$ cat config.mk
export PLATFORM = sky130hd
export DESIGN_NAME = evq_ring
export DESIGN_NICKNAME = d
export VERILOG_FILES = /design/src/rtl/evq_pkg.sv /design/src/rtl/evq_store.sv /design/src/rtl/evq_producer.sv /design/src/rtl/evq_consumer.sv /design/src/rtl/evq_ring.sv
export SDC_FILE = /design/constraint.sdc
export NUM_CORES = 1
export LEC_CHECK = 0
export BUFFER_PORTS_ARGS = -buffer_cell sky130_fd_sc_hd__buf_4
export CORE_ASPECT_RATIO = 1.4
export CORE_MARGIN = 10
export CORE_UTILIZATION = 30
export DETAILED_ROUTE_END_ITERATION = 8
export PLACE_DENSITY = 0.55
export SLEW_MARGIN = 0
export SYNTH_ARGS = -nofsm -noshare
export SYNTH_HDL_FRONTEND = slang
export SYNTH_SLANG_ARGS = --single-unit
$ cat constraint.sdc
create_clock -name clk -period 9.6 [get_ports clk]
set_clock_uncertainty 0.15 [all_clocks]
set_input_delay 1.92 -clock clk [delete_from_list [all_inputs] [get_ports clk]]
set_output_delay 1.92 -clock clk [all_outputs]
set_load 0.02 [all_outputs]
$ cat src/rtl/evq_pkg.sv
package evq_pkg;
  localparam int EVQ_WORD_W = 32;
  localparam int EVQ_EVT_W  = EVQ_WORD_W - 1;
  localparam int EVQ_GEN_B  = EVQ_WORD_W - 1;
  localparam logic [EVQ_EVT_W-1:0] EVQ_IPI_CODE = EVQ_EVT_W'(32'h0100_0000);

  function automatic logic [EVQ_WORD_W-1:0] evq_pack(input logic gen,
                                                     input logic [EVQ_EVT_W-1:0] evt);
    return {gen, evt};
  endfunction
endpackage

$ cat src/rtl/evq_store.sv
module evq_store
  import evq_pkg::*;
#(
  parameter int DEPTH_LOG2 = 4,
  localparam int DEPTH = 1 << DEPTH_LOG2
) (
  input  logic                  clk,
  input  logic                  rst,
  input  logic                  we,
  input  logic [DEPTH_LOG2-1:0] waddr,
  input  logic [EVQ_WORD_W-1:0] wdata,
  input  logic [DEPTH_LOG2-1:0] raddr,
  output logic [EVQ_WORD_W-1:0] rdata
);
  logic [EVQ_WORD_W-1:0] slot [DEPTH];

  // Each word is its own register so reset can clear the whole ring at once.
  for (genvar g = 0; g < DEPTH; g++) begin : g_slot
    always_ff @(posedge clk) begin
      if (rst) begin
        slot[g] <= '0;
      end else if (we && (waddr == DEPTH_LOG2'(g))) begin
        slot[g] <= wdata;
      end
    end
  end

  assign rdata = slot[raddr];
endmodule

$ cat src/rtl/evq_producer.sv
module evq_producer
  import evq_pkg::*;
#(
  parameter int DEPTH_LOG2 = 4
) (
  input  logic                  clk,
  input  logic                  rst,
  input  logic                  ev_valid_i,
  input  logic [EVQ_EVT_W-1:0]  ev_data_i,
  input  logic [DEPTH_LOG2-1:0] cons_idx_i,
  input  logic                  cons_tog_i,
  output logic                  ev_ready_o,
  output logic                  we_o,
  output logic [DEPTH_LOG2-1:0] waddr_o,
  output logic [EVQ_WORD_W-1:0] wdata_o,
  output logic                  notify_o,
  output logic                  ovf_o
);
  logic [DEPTH_LOG2-1:0] idx_q;
  logic [DEPTH_LOG2-1:0] idx_nxt;
  logic                  gen_q;
  logic                  full;
  logic                  accept;

  // Same index with equal generation and polarity means one full lap is unread.
  assign full    = (idx_q == cons_idx_i) && (gen_q == cons_tog_i);
  assign accept  = ev_valid_i && !full;
  assign idx_nxt = idx_q + DEPTH_LOG2'(1);

  assign ev_ready_o = !full;
  assign we_o       = accept;
  assign waddr_o    = idx_q;
  assign wdata_o    = evq_pack(gen_q, ev_data_i);

  always_ff @(posedge clk) begin
    if (rst) begin
      idx_q    <= '0;
      gen_q    <= 1'b1;
      notify_o <= 1'b0;
      ovf_o    <= 1'b0;
    end else begin
      notify_o <= accept;
      ovf_o    <= ev_valid_i && full;
      if (accept) begin
        idx_q <= idx_nxt;
        if (idx_nxt == '0) gen_q <= ~gen_q;
      end
    end
  end

  a_r4_notify_after_accept: assert property (@(posedge clk) disable iff (rst)
    (ev_valid_i && ev_ready_o) |=> (notify_o && !ovf_o));

  a_r8_drop_when_full: assert property (@(posedge clk) disable iff (rst)
    (ev_valid_i && !ev_ready_o) |=> (ovf_o && !notify_o));

  a_r3_gen_flips_on_wrap: assert property (@(posedge clk) disable iff (rst)
    (gen_q != $past(gen_q)) |-> (idx_q == '0));
endmodule

$ cat src/rtl/evq_consumer.sv
module evq_consumer
  import evq_pkg::*;
#(
  parameter int DEPTH_LOG2 = 4
) (
  input  logic                  clk,
  input  logic                  rst,
  input  logic                  rd_req_i,
  input  logic [EVQ_WORD_W-1:0] word_i,
  output logic [DEPTH_LOG2-1:0] idx_o,
  output logic                  tog_o,
  output logic                  rd_valid_o,
  output logic [EVQ_WORD_W-1:0] rd_entry_o,
  output logic                  rd_ipi_o
);
  logic [DEPTH_LOG2-1:0] idx_q;
  logic [DEPTH_LOG2-1:0] idx_nxt;
  logic                  tog_q;
  logic                  fresh;

  assign fresh   = word_i[EVQ_GEN_B] != tog_q;
  assign idx_nxt = idx_q + DEPTH_LOG2'(1);
  assign idx_o   = idx_q;
  assign tog_o   = tog_q;

  always_ff @(posedge clk) begin
    if (rst) begin
      idx_q      <= '0;
      tog_q      <= 1'b0;
      rd_valid_o <= 1'b0;
      rd_entry_o <= '0;
      rd_ipi_o   <= 1'b0;
    end else begin
      rd_valid_o <= 1'b0;
      rd_entry_o <= '0;
      rd_ipi_o   <= 1'b0;
      if (rd_req_i && fresh) begin
        rd_valid_o <= 1'b1;
        rd_entry_o <= word_i;
        rd_ipi_o   <= (word_i[EVQ_EVT_W-1:0] == EVQ_IPI_CODE);
        idx_q      <= idx_nxt;
        if (idx_nxt == '0) tog_q <= ~tog_q;
      end
    end
  end

  a_r5_valid_needs_request: assert property (@(posedge clk) disable iff (rst)
    rd_valid_o |-> $past(rd_req_i));

  a_r6_stale_holds_index: assert property (@(posedge clk) disable iff (rst)
    (rd_req_i && (word_i[EVQ_GEN_B] == tog_q)) |=> (!rd_valid_o && $stable(idx_q)));

  a_r7_tog_flips_on_wrap: assert property (@(posedge clk) disable iff (rst)
    (tog_q != $past(tog_q)) |-> (idx_q == '0));

  a_r9_ipi_only_when_valid: assert property (@(posedge clk) disable iff (rst)
    rd_ipi_o |-> rd_valid_o);
endmodule

$ cat src/rtl/evq_ring.sv
module evq_ring
  import evq_pkg::*;
#(
  parameter int DEPTH_LOG2 = 4
) (
  input  logic                 clk,
  input  logic                 rst,
  input  logic                 ev_valid,
  input  logic [EVQ_EVT_W-1:0] ev_data,
  output logic                 ev_ready,
  output logic                 notify,
  output logic                 overflow,
  input  logic                 rd_req,
  output logic                 rd_valid,
  output logic [EVQ_WORD_W-1:0] rd_entry,
  output logic                 rd_ipi
);
  logic                  we;
  logic [DEPTH_LOG2-1:0] waddr;
  logic [EVQ_WORD_W-1:0] wdata;
  logic [DEPTH_LOG2-1:0] ridx;
  logic                  rtog;
  logic [EVQ_WORD_W-1:0] rword;

  evq_producer #(.DEPTH_LOG2(DEPTH_LOG2)) u_prod (
    .clk(clk), .rst(rst),
    .ev_valid_i(ev_valid), .ev_data_i(ev_data),
    .cons_idx_i(ridx), .cons_tog_i(rtog),
    .ev_ready_o(ev_ready), .we_o(we), .waddr_o(waddr), .wdata_o(wdata),
    .notify_o(notify), .ovf_o(overflow)
  );

  evq_store #(.DEPTH_LOG2(DEPTH_LOG2)) u_store (
    .clk(clk), .rst(rst),
    .we(we), .waddr(waddr), .wdata(wdata),
    .raddr(ridx), .rdata(rword)
  );

  evq_consumer #(.DEPTH_LOG2(DEPTH_LOG2)) u_cons (
    .clk(clk), .rst(rst),
    .rd_req_i(rd_req), .word_i(rword),
    .idx_o(ridx), .tog_o(rtog),
    .rd_valid_o(rd_valid), .rd_entry_o(rd_entry), .rd_ipi_o(rd_ipi)
  );

  a_r2_no_write_over_unread: assert property (@(posedge clk) disable iff (rst)
    we |-> !((waddr == ridx) && (rword[EVQ_GEN_B] != rtog)));
endmodule

==> results by group <==
Outcome
  – Status: completed

Synthesis
  – Synth Cell Area: 0.0246 mm^2
  – Number of synthesized flops with an enable pin: a little over 500
  – Syn Area/Cell: approximately 16 um^2
  – Post-synth ARST share: 0
  – Area contributors post-synth: edfxtp_1 62%, and2_1 13%, mux4_2 12%
  – Yosys warns: 0
  – Synth area leader: edfxtp_1
  – Synth cell types: 41
  – Yosys top cell area share: 0.625
  – Syn_nets: roughly 1600
  – Yosys reg bits: 562
  – Sequential-to-total area share from yosys stat: 0.666
  – Mapped Cells: around 1600
  – Top_reg_cell synth: edfxtp_1

Critical path
  – Arr. time, crit path: 4.75 ns
  – Critical Path Sink Type: flip-flop
  – Worst setup SP type: flip-flop
  – CP max FO: 32
  – Crit Path Class: flip-flop to flip-flop
  – WP data required: around 10 ns
  – Reg2Reg Setup Slack: 5.27 ns

Placement
  – Placed wire-length estimate: ~38 mm
  – Port-buffer cells: between 70 and 80
  – GPL Wtd Cong: around 0.75
  – Placed cell areas: ~0.026 mm^2

Layout
  – Layout cells sized above 1: 0.215
  – N_diodes: 0
  – Most frequent cells in the layout: 514 x and2_1, 512 x edfxtp_1, 129 x mux4_2
  – Sequential Area: 0.0164 mm^2
  – Fill cell count: approximately 7700
  – # nets final: 1652
  – Multi-input gate area: ~0.008 mm^2
  – Most common cell after layout, fill and taps aside: and2_1
  – Area grow syn2layout: 14.9%
  – Design Area, Final: between 0.02 and 0.03 mm^2

Routing
  – Vias per cell: between 4 and 5
  – Post-detailed-route count of antenna-violating nets: 0
  – Final WL: 68.1 mm
  – Starting DRT DRC Count: between 1000 and 1500
  – DRT Pass-1 Iters: 5
  – Routed len/inst: about 25 um
  – Residual DRC: 0
  – Via count: 13500

Timing
  – Relative slew margins: 0.192
  – Least-Margin Pin Slew: ~1.2 ns
  – Final Max Slew Viols: 0
  – Setup TNS: 0 ns
  – Setup Viol. Count Final: 0
  – Fmax: between 200 and 250 MHz
  – Hold slack: 0.448 ns
  – Final period util: 0.451
  – Clock period minus worst slack: roughly 4.3 ns
  – Final hold violations: 0
  – Unrepaired setup endpoints after global routing: false

CTS
  – Clock-pin slew on the worst setup and hold paths: roughly 0.06 ns
  – Sinks on Clock Net: ~560
  – Clock Root Buffer: clkbuf_16
  – H-tree depth: 2
  – Clock buffer depth: 3
  – Clk Latency, worst-skew pair: roughly 0.62 ns
  – Cts bufs inserted: between 50 and 60
  – Setup Buffers After CTS: 0
  – Cts repair resizes: 0
  – CTS tree: done
  – # hold bufs at CTS: 0

Global routing
  – Number of global-route vias before repair: approximately 14000
  – GR Overflow Total: 0
  – Total GRT Usage: 0.144
  – Largest net degree at the start of global routing: ~60
  – Initial antenna violation count: 5
  – First-pass GRT wire length: just under 100 mm

Pwr
  – Pwr/cell area: slightly below 200 mW/mm^2
  – Sequential Power Share: 0.514
  – Combinational share of power: 0.084
  – Worst IR Drop VDD: 0.115 mV
  – Switching share of total power: 0.233
  – Cell Int Power: 4.19 mW
  – Clk pwr share: 0.402
  – Leak: around 10 nW
  – NetSw: ~1.3 mW

Flow run
  – Max Cap Viol: 0

Die
  – DIE HEIGHT: ~360 um
  – Core Rows: between 100 and 150
  – Initial core utilization: 0.302
  – Ports: just over 70
  – Core ar.: roughly 0.081 mm^2
  – Die area: between 0.09 and 0.1 mm^2
  – Die width: about 260 um

Hold path
  – HP Class: flip-flop to flip-flop
[critical path, cell delays in order, from the launching register on]
cell     delay, ns
dfxtp_4       0.82
buf_4         0.68
mux4_2        0.62
a22oi_1       0.32
nand2_1       0.09
nor4_1        0.95
and4_1        0.42
and4_1        0.21
[cells in the mapped netlist, types with 2 or more instances]
cell type and count:
ha_1 7, nor4_1 5, a221oi_1 4, nor2b_1 3
o22ai_1 2, or3_1 2, nor3_1 5, o21bai_1 16
buf_2 11, or2_2 3, xor2_1 9, a22oi_1 52
buf_1 3, dfxtp_1 50, nor2_1 32, nor3b_1 2
nand3_1 4, and2_1 515, and4_1 2, a22o_1 4
mux4_2 129, nand2b_1 4, nand2_1 38, buf_4 3
mux2i_1 3, a21oi_1 30, buf_6 9, inv_1 3
clkbuf_1 106, edfxtp_1 512, or4_1 2, xnor2_1 2
[stage by stage]
step	std cells	power, mW	worst slack [ns]	utilization
finish	2728	5.47	5.27	0.347
global route	2728	5.65	4.99	0.347
CTS	2727	5.53	5.15	0.347
detailed placement	2622	3.33	4.75	0.325
global placement	2622	3.32	4.86	0.325
floorplan	1581	3.16	4.99	-
[power groups by stage]
stage          registers (mW)  logic (mW)  clock network (mW)
5_1_grt                  2.82       0.490                2.33
2_1_floorplan            2.85       0.307                   0
4_1_cts                  2.81       0.466                2.25
3_5_place_dp             2.87       0.465                   0
6_report                 2.81       0.459                2.20
3_3_place_gp             2.86       0.462                   0
[path summary, 6_finish.rpt]
path | cells after the start | startpoint | end
worst min-delay path | 2 | u_cons.tog_o$_SDFFE_PP0P_ | u_cons.tog_o$_SDFFE_PP0P_
worst min register to register | 2 | u_cons.tog_o$_SDFFE_PP0P_ | u_cons.tog_o$_SDFFE_PP0P_
worst max-delay path | 7 | flip-flop | u_cons.rd_ipi_o$_SDFF_PP0_
worst max register to register | 7 | flip-flop | u_cons.rd_ipi_o$_SDFF_PP0_
[layout make-up]
type                    count  share of cell area
repair buffers            103              0.0280
clock buffers              79              0.0559
inverters                   3            0.000398
multi-input cells         884               0.281
well taps                1071              0.0474
clock inverters            26             0.00814
flip-flops and latches    562               0.579
[logic make-up after synthesis]
kind of cell	share of synthesized area
AND/OR/NAND/NOR	0.151
flip-flops	0.666
buffers and inverters	0.0244
multiplexers	0.119
AO/OA/AOI/OAI	0.0317
XOR/XNOR	0.00458
adder cells (fa/ha/maj)	0.00356
[state kept, by name (all words and copies together) (netlist names), 4 cells and up, named ones only]
register,count
u_prod.waddr_o,4
u_store.slot,512
u_cons.idx_o,4
u_cons.rd_entry_o,32
[metal layers]
metal  share of wire  track usage  up-vias
met5         0.00010            0        -
met3           0.054       0.0213      100
met2            0.52        0.250      436
met4           0.027       0.0453        2
met1            0.40        0.180     7084
li1                -            -     5870
No activity file was read; power rests on OpenSTA's default activity.
